## src/rtl/fbw_pkg.sv

```systemverilog
package fbw_pkg;

  typedef enum logic [2:0] {
    ST_IDLE = 3'd0,
    ST_PRE  = 3'd1,
    ST_TRP  = 3'd2,
    ST_ACT  = 3'd3,
    ST_GAP  = 3'd4,
    ST_WR   = 3'd5
  } seq_state_e;

endpackage

```

## src/rtl/fbw_rst_sync.sv

```systemverilog
module fbw_rst_sync (
  input  logic clk,
  input  logic rst_n,
  output logic rst_sync_n
);

  logic [1:0] sync_q;

  always_ff @(posedge clk or negedge rst_n) begin
    if (!rst_n) sync_q <= 2'b00;
    else        sync_q <= {sync_q[0], 1'b1};
  end

  assign rst_sync_n = sync_q[1];

endmodule

```

## src/rtl/fbw_bank_track.sv

```systemverilog
module fbw_bank_track #(
  parameter int BANKS = 4,
  parameter int ROW_W = 12,
  localparam int BA_W = $clog2(BANKS)
) (
  input  logic             clk,
  input  logic             rst_n,
  input  logic [BA_W-1:0]  look_bank,
  input  logic [ROW_W-1:0] look_row,
  input  logic             look_fb,
  output logic             look_open,
  output logic             look_hit,
  input  logic             upd_act,
  input  logic             upd_pre,
  input  logic [BA_W-1:0]  upd_bank,
  input  logic [ROW_W-1:0] upd_row,
  input  logic             upd_fb
);

  logic [BANKS-1:0] open_v;
  logic [BANKS-1:0] hit_v;

  for (genvar b = 0; b < BANKS; b++) begin : g_bank
    logic             open_q;
    logic [ROW_W-1:0] row_q;
    logic             fb_q;
    logic             sel;
    logic             act_en;

    assign sel    = (upd_bank == BA_W'(b));
    assign act_en = upd_act && sel;

    always_ff @(posedge clk or negedge rst_n) begin
      if (!rst_n) begin
        open_q <= 1'b0;
      end else if (act_en) begin
        open_q <= 1'b1;
      end else if (upd_pre && sel) begin
        open_q <= 1'b0;
      end
    end

    always_ff @(posedge clk or negedge rst_n) begin
      if (!rst_n) begin
        row_q <= '0;
        fb_q  <= 1'b0;
      end else if (act_en) begin
        row_q <= upd_row;
        fb_q  <= upd_fb;
      end
    end

    assign open_v[b] = open_q;
    assign hit_v[b]  = open_q && (row_q == look_row) && (fb_q == look_fb);
  end

  assign look_open = open_v[look_bank];
  assign look_hit  = hit_v[look_bank];

  AST_ACT_ON_CLOSED_BANK: assert property (@(posedge clk) disable iff (!rst_n)
    upd_act |-> !open_v[upd_bank]);

  AST_PRE_ON_OPEN_BANK: assert property (@(posedge clk) disable iff (!rst_n)
    upd_pre |-> open_v[upd_bank]);

endmodule

```

## src/rtl/fbw_seq_ctrl.sv

```systemverilog
module fbw_seq_ctrl
  import fbw_pkg::*;
#(
  parameter int BA_W  = 2,
  parameter int ROW_W = 12,
  parameter int COL_W = 9,
  parameter int WL_W  = 2,
  parameter int T_RCD = 2,
  parameter int T_RP  = 2,
  parameter int CNT_W = 2
) (
  input  logic             clk,
  input  logic             rst_n,
  input  logic             req_valid,
  input  logic             req_flyby,
  input  logic [BA_W-1:0]  req_bank,
  input  logic [ROW_W-1:0] req_row,
  input  logic [COL_W-1:0] req_col,
  input  logic [WL_W-1:0]  wl,
  input  logic             look_open,
  input  logic             look_hit,
  output logic             req_ready,
  output seq_state_e       state_o,
  output logic [CNT_W-1:0] cnt_o,
  output logic [BA_W-1:0]  lat_bank,
  output logic [ROW_W-1:0] lat_row,
  output logic [COL_W-1:0] lat_col,
  output logic             lat_fb,
  output logic [WL_W-1:0]  lat_wl,
  output logic             upd_act,
  output logic             upd_pre
);

  localparam logic [CNT_W-1:0] TRP_LOAD = (T_RP > 1) ? CNT_W'(T_RP - 2) : '0;
  localparam logic [CNT_W-1:0] RCD_VAL  = CNT_W'(T_RCD);

  seq_state_e       state_q, state_d;
  logic [CNT_W-1:0] cnt_q, cnt_d;
  logic             accept;
  logic [CNT_W-1:0] wl_req_ext;
  logic [CNT_W-1:0] wl_lat_ext;
  logic [CNT_W-1:0] gap;

  assign accept     = req_valid && (state_q == ST_IDLE);
  assign wl_req_ext = CNT_W'(wl);
  assign wl_lat_ext = CNT_W'(lat_wl);
  assign gap        = (lat_fb && (wl_lat_ext > RCD_VAL)) ? wl_lat_ext : RCD_VAL;

  always_comb begin
    state_d = state_q;
    cnt_d   = cnt_q;
    case (state_q)
      ST_IDLE: begin
        if (accept) begin
          if (look_hit) begin
            if (req_flyby && (wl != '0)) begin
              state_d = ST_GAP;
              cnt_d   = wl_req_ext - CNT_W'(1);
            end else begin
              state_d = ST_WR;
            end
          end else if (look_open) begin
            state_d = ST_PRE;
          end else begin
            state_d = ST_ACT;
          end
        end
      end
      ST_PRE: begin
        if (T_RP > 1) begin
          state_d = ST_TRP;
          cnt_d   = TRP_LOAD;
        end else begin
          state_d = ST_ACT;
        end
      end
      ST_TRP: begin
        if (cnt_q == '0) state_d = ST_ACT;
        else             cnt_d   = cnt_q - CNT_W'(1);
      end
      ST_ACT: begin
        if (gap > CNT_W'(1)) begin
          state_d = ST_GAP;
          cnt_d   = gap - CNT_W'(2);
        end else begin
          state_d = ST_WR;
        end
      end
      ST_GAP: begin
        if (cnt_q == '0) state_d = ST_WR;
        else             cnt_d   = cnt_q - CNT_W'(1);
      end
      ST_WR:   state_d = ST_IDLE;
      default: state_d = ST_IDLE;
    endcase
  end

  always_ff @(posedge clk or negedge rst_n) begin
    if (!rst_n) begin
      state_q <= ST_IDLE;
      cnt_q   <= '0;
    end else begin
      state_q <= state_d;
      cnt_q   <= cnt_d;
    end
  end

  always_ff @(posedge clk or negedge rst_n) begin
    if (!rst_n) begin
      lat_bank <= '0;
      lat_row  <= '0;
      lat_col  <= '0;
      lat_fb   <= 1'b0;
      lat_wl   <= '0;
    end else if (accept) begin
      lat_bank <= req_bank;
      lat_row  <= req_row;
      lat_col  <= req_col;
      lat_fb   <= req_flyby;
      lat_wl   <= wl;
    end
  end

  assign req_ready = (state_q == ST_IDLE);
  assign state_o   = state_q;
  assign cnt_o     = cnt_q;
  assign upd_act   = (state_q == ST_ACT);
  assign upd_pre   = (state_q == ST_PRE);

  AST_BUSY_AFTER_ACCEPT: assert property (@(posedge clk) disable iff (!rst_n)
    accept |=> !req_ready);

  AST_ACT_FOLLOWS_PRE_WAIT: assert property (@(posedge clk) disable iff (!rst_n)
    (state_q == ST_PRE) |=> (state_q == ST_TRP || state_q == ST_ACT));

endmodule

```

## src/rtl/fbw_pin_drive.sv

```systemverilog
module fbw_pin_drive
  import fbw_pkg::*;
#(
  parameter int BA_W  = 2,
  parameter int ROW_W = 12,
  parameter int COL_W = 9,
  parameter int WL_W  = 2,
  parameter int T_RCD = 2,
  parameter int CNT_W = 2
) (
  input  seq_state_e       state,
  input  logic [CNT_W-1:0] cnt,
  input  logic [BA_W-1:0]  lat_bank,
  input  logic [ROW_W-1:0] lat_row,
  input  logic [COL_W-1:0] lat_col,
  input  logic             lat_fb,
  input  logic [WL_W-1:0]  lat_wl,
  output logic             sd_cs_n,
  output logic             sd_ras_n,
  output logic             sd_cas_n,
  output logic             sd_we_n,
  output logic [BA_W-1:0]  sd_ba,
  output logic [ROW_W-1:0] sd_a,
  output logic             dq_oe,
  output logic             fb_acc_n,
  output logic             fb_dir_n,
  output logic             fb_xfer_n
);

  logic [CNT_W-1:0] wl_ext;
  logic             lead_in_act;
  logic             lead_in_gap;
  logic             fb_window;

  assign wl_ext      = CNT_W'(lat_wl);
  assign lead_in_act = (state == ST_ACT) && (wl_ext >= CNT_W'(T_RCD));
  assign lead_in_gap = (state == ST_GAP) && (cnt < wl_ext);
  assign fb_window   = (state == ST_ACT) || (state == ST_GAP) || (state == ST_WR);

  always_comb begin
    sd_cs_n  = 1'b1;
    sd_ras_n = 1'b1;
    sd_cas_n = 1'b1;
    sd_we_n  = 1'b1;
    sd_ba    = '0;
    sd_a     = '0;
    dq_oe    = 1'b0;
    case (state)
      ST_ACT: begin
        sd_cs_n  = 1'b0;
        sd_ras_n = 1'b0;
        sd_ba    = lat_bank;
        sd_a     = lat_row;
      end
      ST_WR: begin
        sd_cs_n  = 1'b0;
        sd_cas_n = 1'b0;
        sd_we_n  = 1'b0;
        sd_ba    = lat_bank;
        sd_a     = ROW_W'(lat_col);
        dq_oe    = !lat_fb;
      end
      ST_PRE: begin
        sd_cs_n  = 1'b0;
        sd_ras_n = 1'b0;
        sd_we_n  = 1'b0;
        sd_ba    = lat_bank;
      end
      default: ;
    endcase
  end

  assign fb_acc_n  = !(lat_fb && fb_window);
  assign fb_dir_n  = !(lat_fb && fb_window);
  assign fb_xfer_n = !(lat_fb && ((state == ST_WR) || lead_in_gap || lead_in_act));

endmodule

```

## src/rtl/flyby_wr_seq.sv

```systemverilog
module flyby_wr_seq
  import fbw_pkg::*;
#(
  parameter int BANKS = 4,
  parameter int ROW_W = 12,
  parameter int COL_W = 9,
  parameter int WL_W  = 2,
  parameter int T_RCD = 2,
  parameter int T_RP  = 2,
  localparam int BA_W    = $clog2(BANKS),
  localparam int WL_MAX  = (1 << WL_W) - 1,
  localparam int DLY_MAX = (T_RCD > T_RP) ? T_RCD : T_RP,
  localparam int CNT_MAX = (DLY_MAX > WL_MAX) ? DLY_MAX : WL_MAX,
  localparam int CNT_W   = $clog2(CNT_MAX + 1)
) (
  input  logic             clk,
  input  logic             rst_n,
  input  logic             req_valid,
  output logic             req_ready,
  input  logic             req_flyby,
  input  logic [BA_W-1:0]  req_bank,
  input  logic [ROW_W-1:0] req_row,
  input  logic [COL_W-1:0] req_col,
  input  logic [WL_W-1:0]  wl,
  output logic             sd_cs_n,
  output logic             sd_ras_n,
  output logic             sd_cas_n,
  output logic             sd_we_n,
  output logic [BA_W-1:0]  sd_ba,
  output logic [ROW_W-1:0] sd_a,
  output logic             dq_oe,
  output logic             fb_acc_n,
  output logic             fb_dir_n,
  output logic             fb_xfer_n
);

  logic             rst_i_n;
  logic             look_open, look_hit;
  logic             upd_act, upd_pre;
  seq_state_e       state;
  logic [CNT_W-1:0] cnt;
  logic [BA_W-1:0]  lat_bank;
  logic [ROW_W-1:0] lat_row;
  logic [COL_W-1:0] lat_col;
  logic             lat_fb;
  logic [WL_W-1:0]  lat_wl;

  fbw_rst_sync u_rst (
    .clk        (clk),
    .rst_n      (rst_n),
    .rst_sync_n (rst_i_n)
  );

  fbw_bank_track #(.BANKS(BANKS), .ROW_W(ROW_W)) u_banks (
    .clk       (clk),
    .rst_n     (rst_i_n),
    .look_bank (req_bank),
    .look_row  (req_row),
    .look_fb   (req_flyby),
    .look_open (look_open),
    .look_hit  (look_hit),
    .upd_act   (upd_act),
    .upd_pre   (upd_pre),
    .upd_bank  (lat_bank),
    .upd_row   (lat_row),
    .upd_fb    (lat_fb)
  );

  fbw_seq_ctrl #(
    .BA_W(BA_W), .ROW_W(ROW_W), .COL_W(COL_W), .WL_W(WL_W),
    .T_RCD(T_RCD), .T_RP(T_RP), .CNT_W(CNT_W)
  ) u_ctrl (
    .clk       (clk),
    .rst_n     (rst_i_n),
    .req_valid (req_valid),
    .req_flyby (req_flyby),
    .req_bank  (req_bank),
    .req_row   (req_row),
    .req_col   (req_col),
    .wl        (wl),
    .look_open (look_open),
    .look_hit  (look_hit),
    .req_ready (req_ready),
    .state_o   (state),
    .cnt_o     (cnt),
    .lat_bank  (lat_bank),
    .lat_row   (lat_row),
    .lat_col   (lat_col),
    .lat_fb    (lat_fb),
    .lat_wl    (lat_wl),
    .upd_act   (upd_act),
    .upd_pre   (upd_pre)
  );

  fbw_pin_drive #(
    .BA_W(BA_W), .ROW_W(ROW_W), .COL_W(COL_W), .WL_W(WL_W),
    .T_RCD(T_RCD), .CNT_W(CNT_W)
  ) u_pins (
    .state     (state),
    .cnt       (cnt),
    .lat_bank  (lat_bank),
    .lat_row   (lat_row),
    .lat_col   (lat_col),
    .lat_fb    (lat_fb),
    .lat_wl    (lat_wl),
    .sd_cs_n   (sd_cs_n),
    .sd_ras_n  (sd_ras_n),
    .sd_cas_n  (sd_cas_n),
    .sd_we_n   (sd_we_n),
    .sd_ba     (sd_ba),
    .sd_a      (sd_a),
    .dq_oe     (dq_oe),
    .fb_acc_n  (fb_acc_n),
    .fb_dir_n  (fb_dir_n),
    .fb_xfer_n (fb_xfer_n)
  );

  AST_FLYBY_BUS_QUIET: assert property (@(posedge clk) disable iff (!rst_i_n)
    !fb_acc_n |-> !dq_oe);

  AST_XFER_HELD_TO_WRITE: assert property (@(posedge clk) disable iff (!rst_i_n)
    (!fb_xfer_n && sd_we_n) |=> !fb_xfer_n);

  AST_RELEASE_AFTER_WRITE: assert property (@(posedge clk) disable iff (!rst_i_n)
    (!sd_cs_n && !sd_cas_n) |=> (fb_acc_n && fb_xfer_n && req_ready));

  AST_NO_CMD_WHEN_READY: assert property (@(posedge clk) disable iff (!rst_i_n)
    req_ready |-> sd_cs_n);

endmodule

```

## config.mk

```make
export PLATFORM = sky130hd
export DESIGN_NAME = flyby_wr_seq
export DESIGN_NICKNAME = d
export VERILOG_FILES = /design/src/rtl/fbw_pkg.sv /design/src/rtl/fbw_rst_sync.sv /design/src/rtl/fbw_bank_track.sv /design/src/rtl/fbw_seq_ctrl.sv /design/src/rtl/fbw_pin_drive.sv /design/src/rtl/flyby_wr_seq.sv
export SDC_FILE = /design/constraint.sdc
export NUM_CORES = 1
export LEC_CHECK = 0
export BUFFER_PORTS_ARGS = -buffer_cell sky130_fd_sc_hd__buf_2
export CORE_ASPECT_RATIO = 2
export CORE_MARGIN = 5
export CORE_UTILIZATION = 59
export DETAILED_ROUTE_END_ITERATION = 10
export GPL_ROUTABILITY_DRIVEN = 0
export PLACE_DENSITY = 0.8
export SYNTH_ARGS = -nofsm -noshare
export SYNTH_HDL_FRONTEND = slang
export SYNTH_SLANG_ARGS = --single-unit
```

## constraint.sdc

```tcl
create_clock -name clk -period 3.66 [get_ports clk]
set_clock_uncertainty 0.2 [all_clocks]
set_input_delay 0.549 -clock clk [delete_from_list [all_inputs] [get_ports clk]]
set_output_delay 0.549 -clock clk [all_outputs]
set_load 0.03 [all_outputs]
```

# After elaboration in Yosys (flattened, before gate mapping)
# Cells that the tools add are included.
classes:
  addsub: 3
  n_lt_le_gt_ge: 5
  eq_ne: 23
  muxes: 34
  reduce_logical: 45
ops:
  columns: ["cell", "count"]
  rows:
  - ["== test 12 bit", 4]
  - ["case mux 12 bit (2 select lines)", 1]
  - ["logical AND 1 bit", 23]
  - ["two-way mux 1 bit", 17]
  - ["two-way mux 2 bit", 8]
  - ["case mux 3 bit (5 select lines)", 1]
  - ["two-way mux 3 bit", 4]
  - ["inequality test 2 x 1 -> 1 bit (second input constant)", 6]
  - ["nonzero test 2 bit", 5]
  - ["case mux 2 bit (4 select lines)", 1]
  - ["== test 3 x 2 -> 1 bit (second input constant)", 2]
  - ["== test 3 bit (second input constant)", 2]
  - ["AND reduction 6 bit", 1]
  - ["OR reduction 2 bit", 3]
  - ["binary-select mux 1 bit (select 2 bit)", 2]
  - ["== test 1 bit", 4]
  - ["== test 2 bit (second input constant)", 2]
  - ["zero test 2 bit", 2]
  - ["logical OR 1 bit", 4]
  - ["nonzero test 4 bit", 1]
  - ["subtractor 2 x 1 -> 2 bit (second input constant)", 2]
  - ["== test 3 x 1 -> 1 bit (second input constant)", 1]
  - ["zero test 1 bit", 3]
  - ["zero test 3 bit", 1]
  - ["other kinds (10)", 10]
word_totals:
  regBits: 89
  inputBits: 29
  elab_cells: 130

# Depth between registers and ports, before layout
logic_depth:
  word_depth: 8
  mapped_depth: 8
  mapped_depth_nobuf: 6

# Hierarchy
# Synthesis repeated with hierarchy kept, for this count alone.
hier_totals:
  hier_cells: 360
  hier_area_um2: 4645.7
modules_own_cells:
  columns: ["mod", "n_inst", "cells_per_inst", "area_each_um2", "seq_area_each_um2"]
  rows:
  - ["fbw_bank_track", 1, 207, 2731.4, 1401.3]
  - ["fbw_seq_ctrl", 1, 104, 1487.7, 775.7]
  - ["fbw_pin_drive", 1, 46, 372.9, 0.0]
  - ["fbw_rst_sync", 1, 3, 53.8, 50.0]

# Least setup slack after synthesis
# Ideal clock, no wire load.
synth_timing:
  path_type: "reg-to-output"
  start: "register u_ctrl.state_q[0], in the netlist u_ctrl.state_o[0]"
  end: "output port fb_dir_n"
  t_arrival_ns: 2.061
  t_required_ns: 2.911
  slack_ns: 0.850
  stages_incl_launch_ff: 8
  n_path_buf: 2
  cell_sequence: "dfrtp_1 buf_6 inv_1 nor2_2 inv_1 nor2_4 o21ai_0 buf_4"
synth_between:
  elab_chain_len: 5
  word_cells_on_any_way: 7
  cone_classes: "3 x eq/ne; 4 x reduce/logical"
synth_rtl:
  columns: ["item", "line", "rtl"]
  rows:
  - ["start, declared", "fbw_seq_ctrl.sv:37", "seq_state_e state_q, state_d;"]
  - ["start signal, assigned", "fbw_seq_ctrl.sv:103", "state_q <= state_d;"]
  - ["== test 3 x 2 -> 1 bit / == test 3 bit (equally long branches)", "fbw_pin_drive.sv:38", "assign fb_window = (state == ST_ACT) || (state == ST_GAP) || (state == ST_WR);"]
  - ["logical OR 1 bit", "fbw_pin_drive.sv:38", null]
  - ["logical OR 1 bit (*)", "fbw_pin_drive.sv:38", null]
  - ["logical AND 1 bit (*)", null, null]
  - ["zero test 1 bit (*)", null, null]
  - ["end, declared", "flyby_wr_seq.sv:33", "output logic fb_dir_n,"]
# Mark *: on every way between the ends. The rest lies on a longest branch, timed or not.

# Worst setup path in the final report
layout_timing:
  start: "register u_ctrl.state_q[2], in the netlist u_ctrl.state_o[2]"
  end: "output port sd_a[7]"
layout_between:
  elab_chain_len: 2
  word_cells_on_any_way: 3
  cone_classes: "2 x eq/ne; 1 x mux"
layout_rtl:
  columns: ["item", "line", "rtl"]
  rows:
  - ["== test 3 bit / == test 3 x 2 -> 1 bit (equally long branches)", "fbw_pin_drive.sv:48", "case (state)"]
  - ["case mux 12 bit (2 select lines) (*)", "fbw_pin_drive.sv:48", null]
  - ["end, declared", "flyby_wr_seq.sv:30", "output logic [ROW_W-1:0] sd_a,"]
# Marked as above.

==> summary.md <==
| Metric | Value |
|---|---|
| Post-DP HPWL | `7200 um` |
| Post-synth ARST share | `1.00` |
| Clock Root Buffer | `clkbuf_16` |
| Fin nets | `435` |
| Total CTS buffers | `9` |
| Xor-xnor portion of the synthesized cell area | `0.108` |
| Synth Area in Simple Gates | `0.0842` |
| Synth Area in Adders | `0.00274` |
| Worst Tran Pin Value | `1.12 ns` |
| Setup crit start kind | `register` |
| Grt ovf | `0` |
| DP Cell Count | `487` |
| Compound-cell area share of the yosys netlist | `0.0646` |
| Vias per inst | `5.84` |
| Setup CP Type | `reg -> out` |
| Setup crit end kind | `output port` |
| Register area | `between 2000 and 2500 um2` |
| Largest net degree at the start of global routing | `88` |
| Io pins | `52` |
| Core area | `7600 um2` |
| # Post-CTS Setup Buffers | `0` |
| Final setup viols | `0` |
| Pins Over Slew Limit | `0` |
| Initial Utilization | `0.602` |
| Top Usage Layer GRT | `met2` |
| Hold Crit Endpoint | `u_rst.sync_q[1]` |
| Max_slew headroom | `0.256` |
| Deepest level of the CTS H-tree | `3` |
| Area of the multi-input gates | `2110 um2` |
| Clock sinks | `89` |
| Fin. Hold Viols | `0` |
| Die area | `9720 um2` |
| Largest family of logic cells by synthesized area | `multiplexers` |
| Worst r2r src | `u_ctrl.state_o[0]` |
| GR Util All Layers | `0.226` |
| Top FF cell, synth | `dfrtp_1` |
| Setup TNS | `0 ns` |
| Syn_nets | `396` |
| Die height | `135 um` |
| CTS tree | `yes` |
| DRC viols | `0` |
| Final period utilization | `0.812` |
| Finished Core Util | `0.668` |
| Hold path start | `u_rst.sync_q[0]` |
| Share of the yosys chip area belonging to registers | `0.487` |
| Leakage | `2.20 nW` |
| EDFF count, synth | `0` |
| Worst vdd ir | `514 uV` |
| Synthesized flop and latch total | `~90` |
| Gate Count Post-Synth | `~370` |
| Antenna Nets Post-Route | `0` |
| Worst R2R End | `u_banks.g_bank[0].row_q[4]` |
| DR iter-0 viols | `209` |
| Worst hold path depth | `0` |
| Status | `finished, final reports clean` |
| First-pass GRT wire length | `16,500 um` |
| IO buf count | `51` |
| GR Util met3 | `0.0469` |
| RSZ-0062 raised after global routing | `no` |
| Pre-Repair DR Iteration Count | `4` |
| CP arrival | `2.22 ns` |
| Die width | `between 70 and 80 um` |
| FILL cells | `between 500 and 600` |
| DR vias | `2,944` |
| Drt wl/cell | `about 20 um` |
| Vias in the first global route | `roughly 3,200` |
| Hold WS | `0.157 ns` |
| Rows | `45` |
| Share of post-route cells with drive strength above 1 | `0.402` |
| Pwr dens | `904 nW/um2` |
| Reg2reg path depth | `6` |
| Post-route minimum period | `2.97 ns` |
| Antenna violations before repair | `0` |
| Yosys warnings | `0` |
| Final wirelength | `10,100 um` |
| Distinct cells, synth | `50` |
| Mapped Area | `4570 um2` |
| Max_cap viols | `0` |
| Fmax achieved | `337 MHz` |
| Met2 Use GR | `0.398` |
| Worst-Skew Late Latency | `0.34 ns` |
| GR Layer Usage met1 | `0.242` |
| Layout Cells excl Fill | `~500` |
| Hold Crit Class | `reg -> reg` |
| Worst path required time | `a little under 3 ns` |
| P&R area growth vs syn | `11.0%` |
| Reg2reg setup slack | `1.26 ns` |
| Antenna diodes | `0` |
| Mux contribution to synthesized area | `0.200` |
| Clock transition at path regs | `roughly 0.060 ns` |
| Syn avg cell area | `12.5 um2` |
| Clock buffer depth | `2` |
| Crit path max fanout | `15` |
registers in the layout, indices dropped and copies added (netlist names):
name                   count
u_banks.g_bank.row_q      48
u_ctrl.lat_row            12
u_ctrl.lat_col             9
u_banks.g_bank.fb_q        4
u_banks.g_bank.open_q      4
u_ctrl.state_o             3
u_ctrl.cnt_o               2
u_ctrl.lat_bank            2
u_ctrl.lat_wl              2
u_rst.sync_q               2
u_ctrl.lat_fb              1
per-layer routing:
metal / vias up / share of wire
li1: 1360 / -
met1: 1480 / 0.36
met2: 72 / 0.55
met3: 32 / 0.037
met4: 0 / 0.049
met5: - / 0
timing repair:
item / in CTS / in global routing
hold endpoints to repair: 2 / 0
gates resized for setup: 0 / 0
hold buffers: 1 / 0
cells by family after synthesis:
group | count (synthesis)
buf+inv | 34
flops | 89
compound gates | 41
simple gates | 67
other cells | 1
xor+xnor | 53
mux | 80
fa+ha+maj | 1
critical path, stage by stage (launching register included):
cell     delay (ns)
dfrtp_1        0.64
nor2b_1        0.73
a22oi_1        0.18
nor2_1         0.13
buf_2          0.20
power breakdown:
part / internal [mW] / switching, mW
sequential: 1.45 / 0.487
combinational: 0.883 / 0.817
clock: 0.584 / 0.366
total: 2.92 / 1.67
through the flow:
stage	setup slack, ns	power (mW)	area (um2)
2_1_floorplan	0.798	3.22	4570
4_1_cts	0.726	4.61	5080
6_report	0.689	4.59	5080
3_5_place_dp	1.10	3.65	4760
3_3_place_gp	1.14	3.56	4760
5_1_grt	0.511	4.85	5080
synthesized netlist by cell type, drive strengths merged, types with 2 or more instances:
cell / count / area, um2
o2111ai: 2 / 17.5
a31oi: 2 / 12.5
nand3b: 4 / 30.0
o211ai: 3 / 22.5
and2: 6 / 37.5
nor2: 19 / 81.3
nand4: 10 / 62.6
a22oi: 9 / 67.6
mux2: 79 / 893
a21o: 3 / 22.5
nor4: 5 / 43.8
nand2b: 2 / 12.5
o21ai: 8 / 40.0
nand3: 5 / 25.0
dfrtp: 89 / 2230
xor2: 10 / 87.6
xnor2: 43 / 407
inv: 7 / 26.3
buf: 21 / 171
a21oi: 3 / 15.0
clkbuf: 6 / 42.5
o21a: 2 / 15.0
nand2: 10 / 40.0
nor2b: 2 / 12.5
final cells by class:
type / count / share of cell area
Clock buffer: 14 / 0.0540
Clock inverter: 2 / 0.00690
Inverter: 7 / 0.00517
Multi-Input combinational cell: 243 / 0.415
Sequential cell: 89 / 0.439
Tap cell: 94 / 0.0232
Timing Repair Buffer: 55 / 0.0567
cell usage in the layout, fill, tap and decap left out, types with 4 or more instances in the layout:
| cell | Yosys | final |
|---|---|---|
| and2_1 | 5 | 5 |
| dfrtp_1 | 89 | 88 |
| xnor2_2 | 4 | 4 |
| nor2_1 | 17 | 17 |
| clkbuf_16 | 0 | 9 |
| xor2_1 | 10 | 10 |
| a22oi_1 | 9 | 9 |
| mux2_2 | 78 | 78 |
| xnor2_1 | 39 | 39 |
| nand2_1 | 9 | 9 |
| nand4_1 | 10 | 10 |
| buf_2 | 8 | 51 |
| nand3_1 | 5 | 5 |
| inv_1 | 7 | 7 |
| nand3b_1 | 4 | 4 |
| o21ai_0 | 8 | 8 |
how the worst max path moves through the flow:
stage                 startpoint                      to  slack [ns]
2_1_floorplan    u_rst.sync_q[1]  u_banks.g_bank[0].fb_q        0.80
3_3_place_gp   u_ctrl.state_o[2]               fb_xfer_n        1.14
3_5_place_dp   u_ctrl.state_o[1]               fb_xfer_n        1.10
4_1_cts        u_ctrl.state_o[1]               fb_xfer_n        0.73
5_1_grt        u_ctrl.state_o[2]               fb_xfer_n        0.51
6_report       u_ctrl.state_o[2]                 sd_a[7]        0.69
Note: power is estimated with default switching activity, not from simulation.
